<file path="src/rtl/polyenc_pkg.sv">
`timescale 1ns/1ps
package polyenc_pkg;
  localparam int CHUNK_W   = 5;
  localparam int CHAR_W    = 8;
  localparam logic [CHAR_W-1:0] CONT_FLAG = 8'h20;
  localparam logic [CHAR_W-1:0] CHAR_BIAS = 8'd63;

  function automatic int chunk_count(input int value_w);
    return (value_w + CHUNK_W - 1) / CHUNK_W;
  endfunction
endpackage

</file>
<file path="src/rtl/pe_history.sv">
`timescale 1ns/1ps
module pe_history #(
  parameter int VALUE_W = 32,
  parameter int STREAMS = 2,
  parameter int SEL_W   = 1
) (
  input  logic               clk,
  input  logic               rst_n,
  input  logic               clear,
  input  logic               upd,
  input  logic [SEL_W-1:0]   sel,
  input  logic [VALUE_W-1:0] value,
  output logic [VALUE_W-1:0] delta
);
  logic [VALUE_W-1:0] prev_q [STREAMS];
  logic [VALUE_W-1:0] prev_sel;

  always_comb begin
    prev_sel = '0;
    for (int s = 0; s < STREAMS; s++) begin
      if (sel == SEL_W'(s)) prev_sel = prev_q[s];
    end
  end

  // a clear applies before the difference of a value taken in the same cycle
  assign delta = value - (clear ? '0 : prev_sel);

  for (genvar s = 0; s < STREAMS; s++) begin : g_hist
    logic               hit;
    logic               en;
    logic [VALUE_W-1:0] prev_d;

    assign hit = upd && (sel == SEL_W'(s));
    assign en  = hit || clear;

    always_comb begin
      prev_d = prev_q[s];
      if (clear) prev_d = '0;
      if (hit)   prev_d = value;
    end

    always_ff @(posedge clk or negedge rst_n) begin
      if (!rst_n)  prev_q[s] <= '0;
      else if (en) prev_q[s] <= prev_d;
    end
  end
endmodule

</file>
<file path="src/rtl/pe_fold.sv">
`timescale 1ns/1ps
module pe_fold #(
  parameter int VALUE_W = 32
) (
  input  logic [VALUE_W-1:0] delta,
  output logic [VALUE_W-1:0] folded
);
  logic [VALUE_W-1:0] shifted;

  assign shifted = {delta[VALUE_W-2:0], 1'b0};
  assign folded  = delta[VALUE_W-1] ? ~shifted : shifted;
endmodule

</file>
<file path="src/rtl/pe_chunker.sv">
`timescale 1ns/1ps
module pe_chunker
  import polyenc_pkg::*;
#(
  parameter int VALUE_W = 32
) (
  input  logic               clk,
  input  logic               rst_n,
  input  logic               load,
  input  logic [VALUE_W-1:0] load_word,
  input  logic               take,
  output logic               busy,
  output logic [CHAR_W-1:0]  char_o
);
  logic [VALUE_W-1:0] word_q, word_d;
  logic               busy_q, busy_d;
  logic [VALUE_W-1:0] rest;
  logic               more;
  logic [CHAR_W-1:0]  group;
  logic               en;

  assign rest  = word_q >> CHUNK_W;
  assign more  = (rest != '0);
  assign group = CHAR_W'(word_q[CHUNK_W-1:0]) | (more ? CONT_FLAG : '0);
  assign char_o = group + CHAR_BIAS;
  assign busy  = busy_q;

  assign en = load || (busy_q && take);

  always_comb begin
    word_d = word_q;
    busy_d = busy_q;
    if (load) begin
      word_d = load_word;
      busy_d = 1'b1;
    end else if (busy_q && take) begin
      word_d = rest;
      busy_d = more;
    end
  end

  always_ff @(posedge clk or negedge rst_n) begin
    if (!rst_n) begin
      word_q <= '0;
      busy_q <= 1'b0;
    end else if (en) begin
      word_q <= word_d;
      busy_q <= busy_d;
    end
  end
endmodule

</file>
<file path="src/rtl/polyline_delta_encoder.sv">
`timescale 1ns/1ps
module polyline_delta_encoder
  import polyenc_pkg::*;
#(
  parameter int VALUE_W = 32,
  parameter int STREAMS = 2,
  localparam int SEL_W  = (STREAMS > 1) ? $clog2(STREAMS) : 1
) (
  input  logic               clk,
  input  logic               rst_n,
  input  logic               start_line,
  input  logic               in_valid,
  output logic               in_ready,
  input  logic [SEL_W-1:0]   in_sel,
  input  logic [VALUE_W-1:0] in_value,
  output logic               out_valid,
  input  logic               out_ready,
  output logic [CHAR_W-1:0]  out_char
);
  logic               accept;
  logic               busy;
  logic [VALUE_W-1:0] delta;
  logic [VALUE_W-1:0] folded;

  assign in_ready  = !busy;
  assign accept    = in_valid && in_ready;
  assign out_valid = busy;

  pe_history #(.VALUE_W(VALUE_W), .STREAMS(STREAMS), .SEL_W(SEL_W)) u_hist (
    .clk(clk), .rst_n(rst_n), .clear(start_line), .upd(accept),
    .sel(in_sel), .value(in_value), .delta(delta)
  );

  pe_fold #(.VALUE_W(VALUE_W)) u_fold (
    .delta(delta), .folded(folded)
  );

  pe_chunker #(.VALUE_W(VALUE_W)) u_chunk (
    .clk(clk), .rst_n(rst_n), .load(accept), .load_word(folded),
    .take(out_ready), .busy(busy), .char_o(out_char)
  );
endmodule

</file>
<file path="config.mk">
export PLATFORM = sky130hd
export DESIGN_NAME = polyline_delta_encoder
export DESIGN_NICKNAME = d
export VERILOG_FILES = /design/src/rtl/polyenc_pkg.sv /design/src/rtl/pe_history.sv /design/src/rtl/pe_fold.sv /design/src/rtl/pe_chunker.sv /design/src/rtl/polyline_delta_encoder.sv
export SDC_FILE = /design/constraint.sdc
export NUM_CORES = 1
export LEC_CHECK = 0
export BUFFER_PORTS_ARGS = -buffer_cell sky130_fd_sc_hd__buf_2
export CAP_MARGIN = 10
export CORE_ASPECT_RATIO = 0.9
export CORE_MARGIN = 2
export CORE_UTILIZATION = 50
export CTS_CLUSTER_SIZE = 30
export DETAILED_ROUTE_END_ITERATION = 12
export GPL_TIMING_DRIVEN = 0
export PLACE_DENSITY = 0.71
export SLEW_MARGIN = 20
export SYNTH_ARGS = -nofsm -noshare
export SYNTH_HDL_FRONTEND = slang
export SYNTH_SLANG_ARGS = --single-unit
</file>
<file path="constraint.sdc">
create_clock -name clk -period 2.96 [get_ports clk]
set_input_delay 0.592 -clock clk [delete_from_list [all_inputs] [get_ports clk]]
set_output_delay 0.592 -clock clk [all_outputs]
set_load 0.1 [all_outputs]
</file>
Word level (Yosys, flattened, before mapping). Cells that the tools add are included.

Bits in registers: 97. Input bits: 38. Output and inout bits: 10. Word-level logic and storage cells: 35.

Add/subtract/negate cells: 2. Mux-type cells: 11. Bitwise gates (word level): 3. Reductions and logical operators: 15.

Operators with widths (number): $mux 32 (8); $not 32->32 (1); $reduce_bool 32->1 (1); $sub 32x32->32 (1); $add 8x6->8 const B (1); $or 5x8->8 (1); $mux 6 (1); $reduce_and 2->1 (3); $reduce_bool 2->1 (3); $logic_and 1x1->1 (4); $logic_or 1x1->1 (3); $mux 1 (2); $logic_not 1->1 (1); $not 1->1 (1).

Longest topological paths before layout.
Depth in word-level cells: 6. Gate-level depth with buffers: 16. Gate-level depth less buffers: 12.

Hierarchy. A second synthesis with hierarchy kept.

Cell total of the unflattened synthesis: 795. Area, all modules: 6914.1 sq um.

Modules (own cells, without submodules): pe_history (times used 1, cells each 588, area an instance 4921.0 sq um, sequential area each 1601.5 sq um); pe_chunker (times used 1, cells each 169, area an instance 1632.8 sq um, sequential area each 825.8 sq um); pe_fold (times used 1, cells each 36, area an instance 350.3 sq um, sequential area each 0.0 sq um); polyline_delta_encoder (times used 1, cells each 2, area an instance 10.0 sq um, sequential area each 0.0 sq um).

Worst setup path after synthesis. Ideal clock, no wire load.

Path type: input-to-reg. From: input in_sel. To: register u_chunk.word_q[27]. Data arrival time: 3656 ps. Data required time: 2839 ps. Slack: -817 ps. Cell stages on the path: 14. Cell sequence: buf_2 -> buf_1 -> mux2i_1 -> or2_2 -> ha_1 -> o211ai_1 -> a211oi_2 -> o2111ai_2 -> a21oi_2 -> o21ai_2 -> xnor2_2 -> buf_6 -> xnor3_1 -> a22o_1.

Word-level cells in the longest chain between the ends: 6.

RTL lines: from (decl) (RTL line polyline_delta_encoder.sv:14) `input logic [SEL_W-1:0] in_sel,`; $mux 32 * (RTL line pe_history.sv:21) `if (sel == SEL_W'(s)) prev_sel = prev_q[s];`; $mux 32 * (RTL line pe_history.sv:26) `assign delta = value - (clear ? '0 : prev_sel);`; $sub 32x32->32 * (RTL line pe_history.sv:26); $not 32->32 (RTL line pe_fold.sv:11) `assign folded = delta[VALUE_W-1] ? ~shifted : shifted;`; $mux 32 * (RTL line pe_fold.sv:11); $mux 32 * (RTL line pe_chunker.sv:33) `if (load) begin`; to (signal assigned) (RTL line pe_chunker.sv:47) `word_q <= word_d;`; to (decl) (RTL line pe_chunker.sv:15) `logic [VALUE_W-1:0] word_q, word_d;`.

Mark *: on every way between the ends. The rest lies on a longest branch, timed or not. A chain may end at the register's enable or synchronous reset.

Final worst setup path. Same ends and word-level chain as after synthesis.

==> metrics <==
# hold bufs at CTS=0; LEAKAGE=0.00402 µW; Synth Instances=795; sequential-to-total area share from yosys stat=34.7%; predominant post-synthesis flop cell=dfrtp_1; initial antenna violation count=0; Cell variety after synth=57; Slew @ Worst Pin=0.934 ns; Pre-antenna DRT Iters=5; yosys warns=0; Clock Tree Buf Depth=2; Avg Cell Area, Syn=8.79 µm²; via/cell ratio=5.95; Fill cells=1064; Worst EP arrival=3.47 ns; R2R Path Start=u_hist.prev_q[0]; vias in the first global route=6238; Sink Count=97; IO Count=48; failing checks=setup timing; Peak VDD IR=1.30 mV; clock slew at reported path FFs=0.07 ns; outcome=finished, violations left; uppermost layer routed=met4; ys async rst share=100%; post-DR wirelength/cell=19.1 µm; Yosys reg bits=97; Slew Limit Fails=0; HP Class=input pin to asynchronous set/reset pin; leading cell type in the layout, fill and taps excluded=nand2_1; H-Tree Depth=3; routed length on met2=9430 µm; share of post-route cells with drive strength above 1=27.7%; Peak Freq=311 MHz; EDFF count, synth=0; first-pass GRT wire length=32800 µm; non-filler cells, final=1054; worst setup margin=-0.259 ns; Max Cap Violations=0; CTS tree=done; CP endpoint kind=flip-flop; dpl ws=-1.18 ns; reg2reg path depth=12; gr ovfl total=0; Core Util, Final=65.9%; RR Endpoint=u_chunk.word_q[21]; Syn Nets=873; WL met1=9090 µm; Final Setup Violations=32; RSZ-0062 raised after global routing=true; Die Ht=116 µm; fin crit share=109%; highest-count cells in the layout ignoring fill and taps=nand2_1, dfrtp_1, buf_2, a21oi_1, o21ai_0; crit start category=input pin; Clock Skews=0.00846 ns; CP Class=input pin to flip-flop; Total GRT Usage=28.2%; Num CTS Buffers=9; Placer Congestion=0.907; Max-slew headroom=37.5%; Die ar.=14900 µm²; residual DRC count=0; CP max FO=5; multi-input logic area=5020 µm²; Cells after DPL=1008; P per Cell Area=706 nW/µm²; Final Critical Period=3.22 ns; largest net degree at the start of global routing=62; initial core utilization=51.7%; final hold vios=0; HPWL after DPL=14600 µm; remaining antenna violation count=0; Pwr Total=6280 µW; clk_lat worst skew=0.36 ns; FF+latch area=2430 µm²; Port Buf Inserts=44; Root Driver=clkbuf_16; r2r setup slk=-0.11 ns; Detail Route met3 WL=1060 µm; Routed WL=20100 µm; Die X=129 µm; via count=6268; required time worst endpoint=3.21 ns; ANT cells=0; nets=959; synthesized area=6990 µm²; DR iter-0 viols=496; Layout area overhead=27.3%; FP Rows=40; Placeable Area=13500 µm²
## worst max path at each step
| stage | end | depth (start not counted) | slack [ns] | startpoint |
|---|---|---|---|---|
| after floorplan | u_chunk.word_q[27] | 14 | -0.36 | in_sel |
| after global placement | u_chunk.word_q[27] | 14 | -1.11 | start_line |
| after detailed placement | u_chunk.word_q[27] | 14 | -1.18 | start_line |
| after CTS | u_chunk.word_q[27] | 15 | -0.24 | in_sel |
| after global routing | u_chunk.word_q[27] | 15 | -0.35 | in_sel |
| final | u_chunk.word_q[27] | 15 | -0.26 | in_sel |
## what timing repair did
action | CTS | global route
pin swaps | 34 | 25
resized for setup | 62 | 33
setup buffers | 27 | 4
gates cloned | 3 | 0
setup endpoints to repair | 32 | 32
hold endpoints to repair | 0 | 0
## synth_stat cells (6+ instances only)
| master | n | area [µm²] |
|---|---|---|
| a211oi_1 | 28 | 210 |
| a21o_1 | 16 | 120 |
| a21oi_1 | 56 | 280 |
| a31oi_1 | 7 | 43.8 |
| and3_1 | 24 | 150 |
| clkbuf_1 | 41 | 154 |
| dfrtp_1 | 97 | 2430 |
| ha_1 | 39 | 488 |
| inv_1 | 14 | 52.6 |
| mux2i_1 | 32 | 320 |
| nand2_1 | 123 | 462 |
| nand2b_1 | 35 | 219 |
| nand3_1 | 14 | 70.1 |
| nand3b_1 | 33 | 248 |
| nand4_1 | 10 | 62.6 |
| nor2_1 | 18 | 67.6 |
| nor4_1 | 6 | 37.5 |
| o21ai_0 | 48 | 240 |
| or2_2 | 30 | 188 |
| xnor2_1 | 40 | 350 |
| xor2_1 | 10 | 87.6 |
## per-stage QoR
step / hold WS [ns] / TNS (ns) / area (µm²)
floorplan: 0.296 / -6.79 / 7510
global placement: 0.489 / -30.74 / 7950
detailed placement: 0.494 / -32.74 / 7980
CTS: 0.139 / -2.93 / 8800
global route: 0.150 / -8.19 / 8900
finish: 0.124 / -5.09 / 8900
## critical path, stage by stage
cell and delay, ns:
buf_12 0.11, buf_12 0.12, buf_6 0.11, mux2i_1 0.12
or2_4 0.24, ha_4 0.27, o211ai_1 0.17, a211oi_4 0.25
o2111ai_2 0.20, a21oi_2 0.21, o21ai_2 0.09, xnor2_2 0.27
buf_6 0.17, xnor3_1 0.34, a22o_1 0.19
## logic make-up (layout without fill, tap and decap cells)
kind of cell / after synthesis / after routing / share of synthesized area, %
buf+inv: 64 / 155 / 3.85
xor+xnor: 58 / 58 / 8.81
mux: 36 / 36 / 5.23
other cells: 1 / 1 / 0.0537
fa+ha+maj: 40 / 40 / 7.27
compound gates: 192 / 192 / 17.3
flops: 97 / 97 / 34.7
simple gates: 307 / 307 / 22.7
## report_power, final
part | switching (µW) | leakage [µW] | total [µW] | internal (µW)
clock | 536 | 0.000139 | 1190 | 659
sequential | 194 | 0.00133 | 1780 | 1590
combinational | 2080 | 0.00255 | 3300 | 1230
total | 2810 | 0.00402 | 6280 | 3470
## flip-flops by register name, indices dropped and copies added (netlist names)
signal	flops
u_chunk.word_q	32
u_chunk.busy	1
u_hist.prev_q	64
## cell type report
cell class	instances	share of cell area [%]
Sequential cell	97	27.3
Tap cell	168	2.36
Clock inverter	6	0.759
Buffer	47	3.78
Clock buffer	10	2.57
Timing Repair Buffer	78	6.27
Multi-Input combinational cell	634	56.4
Inverter	14	0.591
## layer usage
layer | vias up | track usage, %
li1 | 2964 | -
met1 | 3046 | 39.6
met2 | 217 | 45.2
met3 | 41 | 4.44
met4 | 0 | 9.13
met5 | - | 0
Power figures use the tool's default switching activity.
